<file path="src/rtl/pof_pkg.sv">
package pof_pkg;

   localparam int CTRL_W    = 8;
   localparam int AUX_W     = 4;
   localparam int OE_BIT    = 7;
   localparam int MODE_BIT  = 6;
   localparam int PASS_BIT  = 5;
   localparam int FORCE_BIT = 4;
   localparam int NPORT     = 2;

   // Field order follows the control word bit order, MSB first.
   typedef struct packed {
      logic             oe;
      logic             full_rate;
      logic             pass;
      logic             force_lvl;
      logic [AUX_W-1:0] aux;
   } ctrl_t;

endpackage

</file>
<file path="src/rtl/pof_ctrl_reg.sv">
module pof_ctrl_reg
   import pof_pkg::*;
#(
   parameter logic [CTRL_W-1:0] RESET_VAL = 8'h20
) (
   input  logic              clk,
   input  logic              rst_n,
   input  logic              we,
   input  logic [CTRL_W-1:0] wdata,
   output ctrl_t             ctrl,
   output logic              mode_flip
);

   ctrl_t ctrl_q;

   always_ff @(posedge clk or negedge rst_n) begin
      if (!rst_n) begin
         ctrl_q <= ctrl_t'(RESET_VAL);
      end else if (we) begin
         ctrl_q <= ctrl_t'(wdata);
      end
   end

   assign ctrl      = ctrl_q;
   // A write that toggles the rate select restarts the pairing.
   assign mode_flip = we & (wdata[MODE_BIT] != ctrl_q.full_rate);

endmodule

</file>
<file path="src/rtl/pof_pair_unit.sv">
module pof_pair_unit #(
   parameter int PIX_W = 24
) (
   input  logic             clk,
   input  logic             rst_n,
   input  logic             pix_valid,
   input  logic [PIX_W-1:0] pix_data,
   input  logic             full_rate,
   input  logic             restart,
   output logic [PIX_W-1:0] raw_a,
   output logic [PIX_W-1:0] raw_b,
   output logic             emit
);

   logic             have_first;
   logic [PIX_W-1:0] first_q;

   always_ff @(posedge clk or negedge rst_n) begin
      if (!rst_n) begin
         have_first <= 1'b0;
         first_q    <= '0;
         raw_a      <= '0;
         raw_b      <= '0;
         emit       <= 1'b0;
      end else begin
         emit <= 1'b0;
         if (pix_valid) begin
            if (full_rate) begin
               raw_a <= pix_data;
               emit  <= 1'b1;
            end else if (have_first) begin
               raw_a      <= first_q;
               raw_b      <= pix_data;
               emit       <= 1'b1;
               have_first <= 1'b0;
            end else begin
               first_q    <= pix_data;
               have_first <= 1'b1;
            end
         end
         if (restart) begin
            have_first <= 1'b0;
         end
      end
   end

endmodule

</file>
<file path="src/rtl/pof_out_drive.sv">
module pof_out_drive #(
   parameter int PIX_W = 24,
   parameter int NPORT = 2
) (
   input  logic                        oe,
   input  logic                        full_rate,
   input  logic                        pass,
   input  logic                        force_lvl,
   input  logic [NPORT-1:0][PIX_W-1:0] raw,
   output logic [NPORT-1:0][PIX_W-1:0] dout,
   output logic [NPORT-1:0]            dout_oe
);

   localparam logic [PIX_W-1:0] ONES = {PIX_W{1'b1}};

   logic [PIX_W-1:0] level;
   assign level = pass ? ONES : '0;

   for (genvar p = 0; p < NPORT; p++) begin : g_port
      // Port 0 is the primary lane; all others park in full-rate mode.
      localparam bit SECONDARY = (p != 0);
      logic park;
      if (SECONDARY) begin : g_sec
         assign park = force_lvl | full_rate;
      end else begin : g_pri
         assign park = force_lvl;
      end
      assign dout[p]    = park ? level : (pass ? raw[p] : ~raw[p]);
      assign dout_oe[p] = oe;
   end

endmodule

</file>
<file path="src/rtl/pix_out_fmt.sv">
module pix_out_fmt
   import pof_pkg::*;
#(
   parameter int                PIX_W     = 24,
   parameter logic [CTRL_W-1:0] RESET_VAL = 8'h20
) (
   input  logic              clk,
   input  logic              rst_n,
   input  logic              cfg_we,
   input  logic [CTRL_W-1:0] cfg_wdata,
   output logic [CTRL_W-1:0] cfg_rdata,
   input  logic              pix_valid,
   input  logic [PIX_W-1:0]  pix_data,
   output logic [PIX_W-1:0]  port_a,
   output logic [PIX_W-1:0]  port_b,
   output logic              port_a_oe,
   output logic              port_b_oe,
   output logic              out_strobe,
   output logic [AUX_W-1:0]  aux_ctrl
);

   if (PIX_W < 1) begin : g_bad_width
      $error("pix_out_fmt: PIX_W must be at least 1");
   end
   if (NPORT != 2) begin : g_bad_ports
      $error("pix_out_fmt: exactly two output ports are supported");
   end

   ctrl_t                       ctrl;
   logic                        mode_flip;
   logic [PIX_W-1:0]            raw_a;
   logic [PIX_W-1:0]            raw_b;
   logic [NPORT-1:0][PIX_W-1:0] raw_bus;
   logic [NPORT-1:0][PIX_W-1:0] out_bus;
   logic [NPORT-1:0]            oe_bus;

   pof_ctrl_reg #(.RESET_VAL(RESET_VAL)) u_ctrl (
      .clk       (clk),
      .rst_n     (rst_n),
      .we        (cfg_we),
      .wdata     (cfg_wdata),
      .ctrl      (ctrl),
      .mode_flip (mode_flip)
   );

   pof_pair_unit #(.PIX_W(PIX_W)) u_pair (
      .clk       (clk),
      .rst_n     (rst_n),
      .pix_valid (pix_valid),
      .pix_data  (pix_data),
      .full_rate (ctrl.full_rate),
      .restart   (mode_flip),
      .raw_a     (raw_a),
      .raw_b     (raw_b),
      .emit      (out_strobe)
   );

   assign raw_bus[0] = raw_a;
   assign raw_bus[1] = raw_b;

   pof_out_drive #(.PIX_W(PIX_W), .NPORT(NPORT)) u_drive (
      .oe        (ctrl.oe),
      .full_rate (ctrl.full_rate),
      .pass      (ctrl.pass),
      .force_lvl (ctrl.force_lvl),
      .raw       (raw_bus),
      .dout      (out_bus),
      .dout_oe   (oe_bus)
   );

   assign port_a    = out_bus[0];
   assign port_b    = out_bus[1];
   assign port_a_oe = oe_bus[0];
   assign port_b_oe = oe_bus[1];
   assign cfg_rdata = ctrl;
   assign aux_ctrl  = ctrl.aux;

endmodule

</file>
<file path="config.mk">
export PLATFORM = sky130hd
export DESIGN_NAME = pix_out_fmt
export DESIGN_NICKNAME = d
export VERILOG_FILES = /design/src/rtl/pof_pkg.sv /design/src/rtl/pof_ctrl_reg.sv /design/src/rtl/pof_pair_unit.sv /design/src/rtl/pof_out_drive.sv /design/src/rtl/pix_out_fmt.sv
export SDC_FILE = /design/constraint.sdc
export NUM_CORES = 1
export LEC_CHECK = 0
export BUFFER_PORTS_ARGS = -buffer_cell sky130_fd_sc_hd__buf_2
export CAP_MARGIN = 20
export CORE_UTILIZATION = 54
export CTS_CLUSTER_SIZE = 16
export DETAILED_ROUTE_END_ITERATION = 8
export PLACE_DENSITY = 0.8
export SLEW_MARGIN = 40
export SYNTH_ARGS = -nofsm -noshare
export SYNTH_HDL_FRONTEND = slang
export SYNTH_HIERARCHICAL = 1
export SYNTH_SLANG_ARGS = --single-unit
</file>
<file path="constraint.sdc">
create_clock -name clk -period 1.87 [get_ports clk]
set_input_delay 0.0935 -clock clk [delete_from_list [all_inputs] [get_ports clk]]
set_output_delay 0.0935 -clock clk [all_outputs]
set_load 0.01 [all_outputs]
</file>
# Word-level counts from Yosys, hierarchy flattened
# Cells that the tools add are included.
# word_totals
ff_bits	82
mem_count	0
mem_bits_ro	0
latch_bits	0
ram_bits	0
wordCells	38
out_inout_bits	63
# classes
add_sub_neg	0
div_mod_pow	0
bitwise_logic	6
eq_ne	2
n_mul	0
shifts	0
reduce_logical	6
muxes	14
magnitude_cmp	0
# ops
cell	n
2-to-1 mux 24 bit	7
inverter 24 bit	2
2-to-1 mux 1 bit	7
AND reduction 3 bit	2
AND reduction 2 bit	2
nonzero test 2 bit	2
inequality test 2 bit, second input constant	1
inverter 1 bit	2
AND 1 bit	1
inequality test 1 bit	1
OR 1 bit	1

# Depth between registers and ports, before layout
# depth
word_depth	4
ltp_mapped	6

# Hierarchy
# The synthesis kept the hierarchy.
# modules_own_cells
module	cells_each	n_inst	area_each_um2
pof_pair_unit	226	1	3160.5
pof_out_drive	111	1	755.7
pof_ctrl_reg	19	1	349.1
pix_out_fmt	4	1	30.0

# Least setup slack after synthesis
# OpenSTA, ideal clock, no wires.
# synth_timing
path_kind	reg2reg
startpoint	register u_ctrl.ctrl_q, in the netlist u_ctrl/ctrl[6]
endpoint	register u_pair.first_q[10]
stages_incl_launch_ff	5
arrival_time_ps	1321
slack_ps	424
setup_ps	125
synth_period_minus_slack_ps	1446
t_required_ps	1745
path_cell_list	dfrtp_1 > nand2b_4 > nor2_8 > buf_6 > mux2_4
# synth_between
elab_chain_len	2
# synth_lines
element	line	text
from (decl)	pof_ctrl_reg.sv:14	ctrl_t ctrl_q;
from (signal assigned)	pof_ctrl_reg.sv:18	ctrl_q <= ctrl_t'(RESET_VAL);
from (signal assigned)	pof_ctrl_reg.sv:20	ctrl_q <= ctrl_t'(wdata);
inverter 1 bit (no line)	n/a	
AND reduction 3 bit (no line)	n/a	
to (signal assigned)	pof_pair_unit.sv:37	first_q <= pix_data;
to (decl)	pof_pair_unit.sv:16	logic [PIX_W-1:0] first_q;
# No other way between the ends.
# A chain may end at the register's enable or synchronous reset.

# Worst setup path in the final report
# layout_timing
startpoint	register u_ctrl.ctrl_q, in the netlist u_ctrl/ctrl[5]
endpoint	output port_a[0]
# layout_between
elab_chain_len	2
word_cells_on_any_way	3
cone_classes	mux (3)
# layout_lines
element	line	text
2-to-1 mux 24 bit, on equally long branches	pof_out_drive.sv:28, pof_out_drive.sv:17	
2-to-1 mux 24 bit (*)	pof_out_drive.sv:28	assign dout[p] = park ? level : (pass ? raw[p] : ~raw[p]);
to (decl)	pix_out_fmt.sv:14	output logic [PIX_W-1:0] port_a,
# Mark *: on every way between the ends. The rest lies on a longest branch, timed or not.

==> results_dict.tcl <==
set metrics [dict create \
    clockBufferDepth 2 \
    firstDrtPassIters 4 \
    syn_inst 360 \
    status "complete, no violations" \
    p_leak_nw 2.47 \
    rr_worst_depth 3 \
    fin_area_um2 5230 \
    num_io_pins 99 \
    hold_viol 0 \
    diodes 0 \
    wl_per_cell_um 16.3 \
    hp-start "cfg_wdata[6]" \
    avgSynthCellArea_um2 11.9 \
    layout.nets 503 \
    tritoncts "built" \
    reg2reg_to "u_pair/raw_b[6]$_DFFE_PN0P_" \
    rsz0062_at_grt "no" \
    grt_pass1_wl_um 15600 \
    core-area_um2 7730 \
    synth-seq-area-share_pct 47.8 \
    clock.fmax_mhz 573 \
    grt-ovfl-total 0 \
    power_frac_comb_pct 34.4 \
    start_kind "flop" \
    clk_latency_ps 360 \
    utilization_pct 67.7 \
    clockRootBuffer "clkbuf_8" \
    crit_path_end_kind "output port" \
    hpwl_um 6100 \
    async_flop_share_pct 100 \
    placed_cell_area_um2 4750 \
    portBuffers 98 \
    path_clk_slew_ps 80 \
    syn-num-nets 396 \
    layout-drive-gt1-share_pct 40.5 \
    seq_power_share_pct 42.0 \
    gr-usage-all-layers_pct 24.0 \
    peakVddDrop_v 0.000669 \
    area_growth_syn_to_layout_pct 21.8 \
    ys_seq_elements 82 \
    cp.required_ps 1780 \
    hold_slack_ps 14.0 \
    ant_nets 0 \
    arrival_ps 1650 \
    path_class "reg2out" \
    grt_antenna_before_repair 0 \
    rrSetupSlack_ps 260 \
    fill_cells 579 \
    synth_flop_cell "dfrtp_1" \
    path_max_fanout 15 \
    yosysWarnings 6 \
    r2r_start "u_ctrl/ctrl[6]$_DFFE_PN0P_" \
    die_w_um 91.2 \
    gp_congestion 0.794 \
    whs_path_depth 2 \
    drt-total-wl_um 9350 \
    layout_min_cycle_time_ps 1750 \
    skew_ps 7.86 \
    rows 32 \
    grt_start_max_net_pins 48 \
    synth.distinct_cells 24 \
    vias 3141 \
    clkPwrFrac_pct 23.6 \
    internal_power_w 0.00487 \
    synth-edff-count 0 \
    min_path_type "in2reg" \
    drv_slew 0 \
    setup_viol 0 \
    worstMarginPinSlew_ps 600 \
    clock-sinks 82 \
    drcViolationCount 0 \
    start_util_pct 55.6 \
    grt_pass1_vias 3207 \
    syn-cell-area_um2 4300 \
    period_share_pct 93.4 \
    drt_iter0_markers 190 \
    fp.dieH_um 91.2 \
    numCtsBuffers 9 \
    routed_via_density 5.47 \
    cts_max_level 3 \
    p_sw_w 0.00229 \
    power.density_nw_per_um2 1370 \
    totalNegativeSetupSlack_ps 0 \
    maxCapViolCount 0 \
    die-area_um2 8310 \
    max-slew-margin-rel_pct 60.0 \
    hold_end "u_ctrl/ctrl[6]$_DFFE_PN0P_" \
    swShare_pct 32.0 \
]
## flip-flops by register name, summed over array words and instances, names as in the netlist
| signal | cells |
|---|---|
| u_pair/raw_b | 24 |
| u_pair/emit | 1 |
| u_pair/first_q | 24 |
| u_pair/raw_a | 24 |
| u_pair/have_first | 1 |
| u_ctrl/ctrl | 8 |
## power groups by stage
stage               sequential [W]  clock, W  combinational [W]
floorplan                  0.00288         0            0.00185
detailed placement         0.00302         0            0.00242
CTS                        0.00300   0.00172            0.00247
finish                     0.00301   0.00169            0.00246
global route               0.00309   0.00179            0.00268
global placement           0.00299         0            0.00234
## synth_stat cells, types with 2 or more instances
| master | instances | area share [%] |
|---|---|---|
| mux2_2 | 27 | 7.1 |
| nor2_1 | 49 | 4.3 |
| nor3_1 | 24 | 2.8 |
| nand2b_1 | 6 | 0.87 |
| buf_6 | 11 | 2.9 |
| xor2_1 | 50 | 10 |
| buf_8 | 2 | 0.70 |
| buf_4 | 9 | 1.6 |
| o22ai_1 | 29 | 4.2 |
| mux2_4 | 28 | 9.8 |
| buf_2 | 14 | 1.6 |
| o32ai_1 | 19 | 3.9 |
| dfrtp_1 | 81 | 47 |
## layer usage
layer	routed length, um	GRT usage [%]
met5	0	0
met4	107	10.3
met3	498	3.52
met2	4720	40.1
met1	4030	31.1
## cell families after synthesis
logic type,Yosys count,synth area share [%]
simple gates,87,9.90
compound gates,48,8.10
xor+xnor,50,10.2
flops,82,47.8
buf+inv,37,6.87
mux,56,17.1
## critical path, stage by stage, from the launching register on
cell and delay, ps:
dfstp_2 680, buf_6 240, xor2_1 210, buf_2 170
## area by class of cell
class,instances,area [um^2],share of cell area [%]
clock buffers,11,141,2.70
clock inverters,5,125,2.39
multi-input cells,241,1950,37.2
flip-flops and latches,82,2060,39.3
well taps,102,128,2.44
repair buffers,133,837,16.0
## through the flow
step	cells	total power [W]	worst slack, ps
global route	574	0.00756	40.7
finish	574	0.00716	124
detailed placement	537	0.00544	278
floorplan	360	0.00473	424
CTS	574	0.00718	46.6
global placement	537	0.00533	279
## placed cells by master (no fill, tap or decap), types with 2 or more instances in the layout
cell type / Yosys / layout
mux2_2: 27 / 27
bufinv_16: 0 / 4
xor2_1: 50 / 50
mux2_4: 28 / 28
nor2_1: 49 / 49
buf_12: 0 / 2
o22ai_1: 29 / 29
nor3_1: 24 / 24
dlygate4sd3_1: 0 / 21
nand2b_1: 6 / 6
o32ai_1: 19 / 19
dfrtp_1: 81 / 79
buf_2: 14 / 97
clkbuf_8: 0 / 10
buf_4: 9 / 12
dfrtp_2: 0 / 2
## what timing repair did
action                                  4_1_cts  5_1_grt
resized for setup                             0        1
hold endpoints to repair                     70        0
hold buffers                                 21        0
endpoints found under the setup margin        0        1
buffers inserted                              0        0
## worst max path at each step
| stage | startpoint | endpoint | slack [ps] | cells past startpoint |
|---|---|---|---|---|
| floorplan | u_ctrl/ctrl[6]$_DFFE_PN0P_ | u_pair/first_q[10]$_DFFE_PN0P_ | 420 | 4 |
| global placement | u_pair/have_first$_DFFE_PN0P_ | u_pair/raw_a[0]$_DFFE_PN0P_ | 280 | 3 |
| detailed placement | u_ctrl/ctrl[6]$_DFFE_PN0P_ | u_pair/raw_b[6]$_DFFE_PN0P_ | 280 | 3 |
| CTS | u_ctrl/ctrl[5]$_DFFE_PN1P_ | port_a[0] | 50 | 3 |
| global route | u_ctrl/ctrl[5]$_DFFE_PN1P_ | port_a[0] | 40 | 3 |
| finish | u_ctrl/ctrl[5]$_DFFE_PN1P_ | port_a[0] | 120 | 3 |
Note: power is estimated with default switching activity, not from simulation.
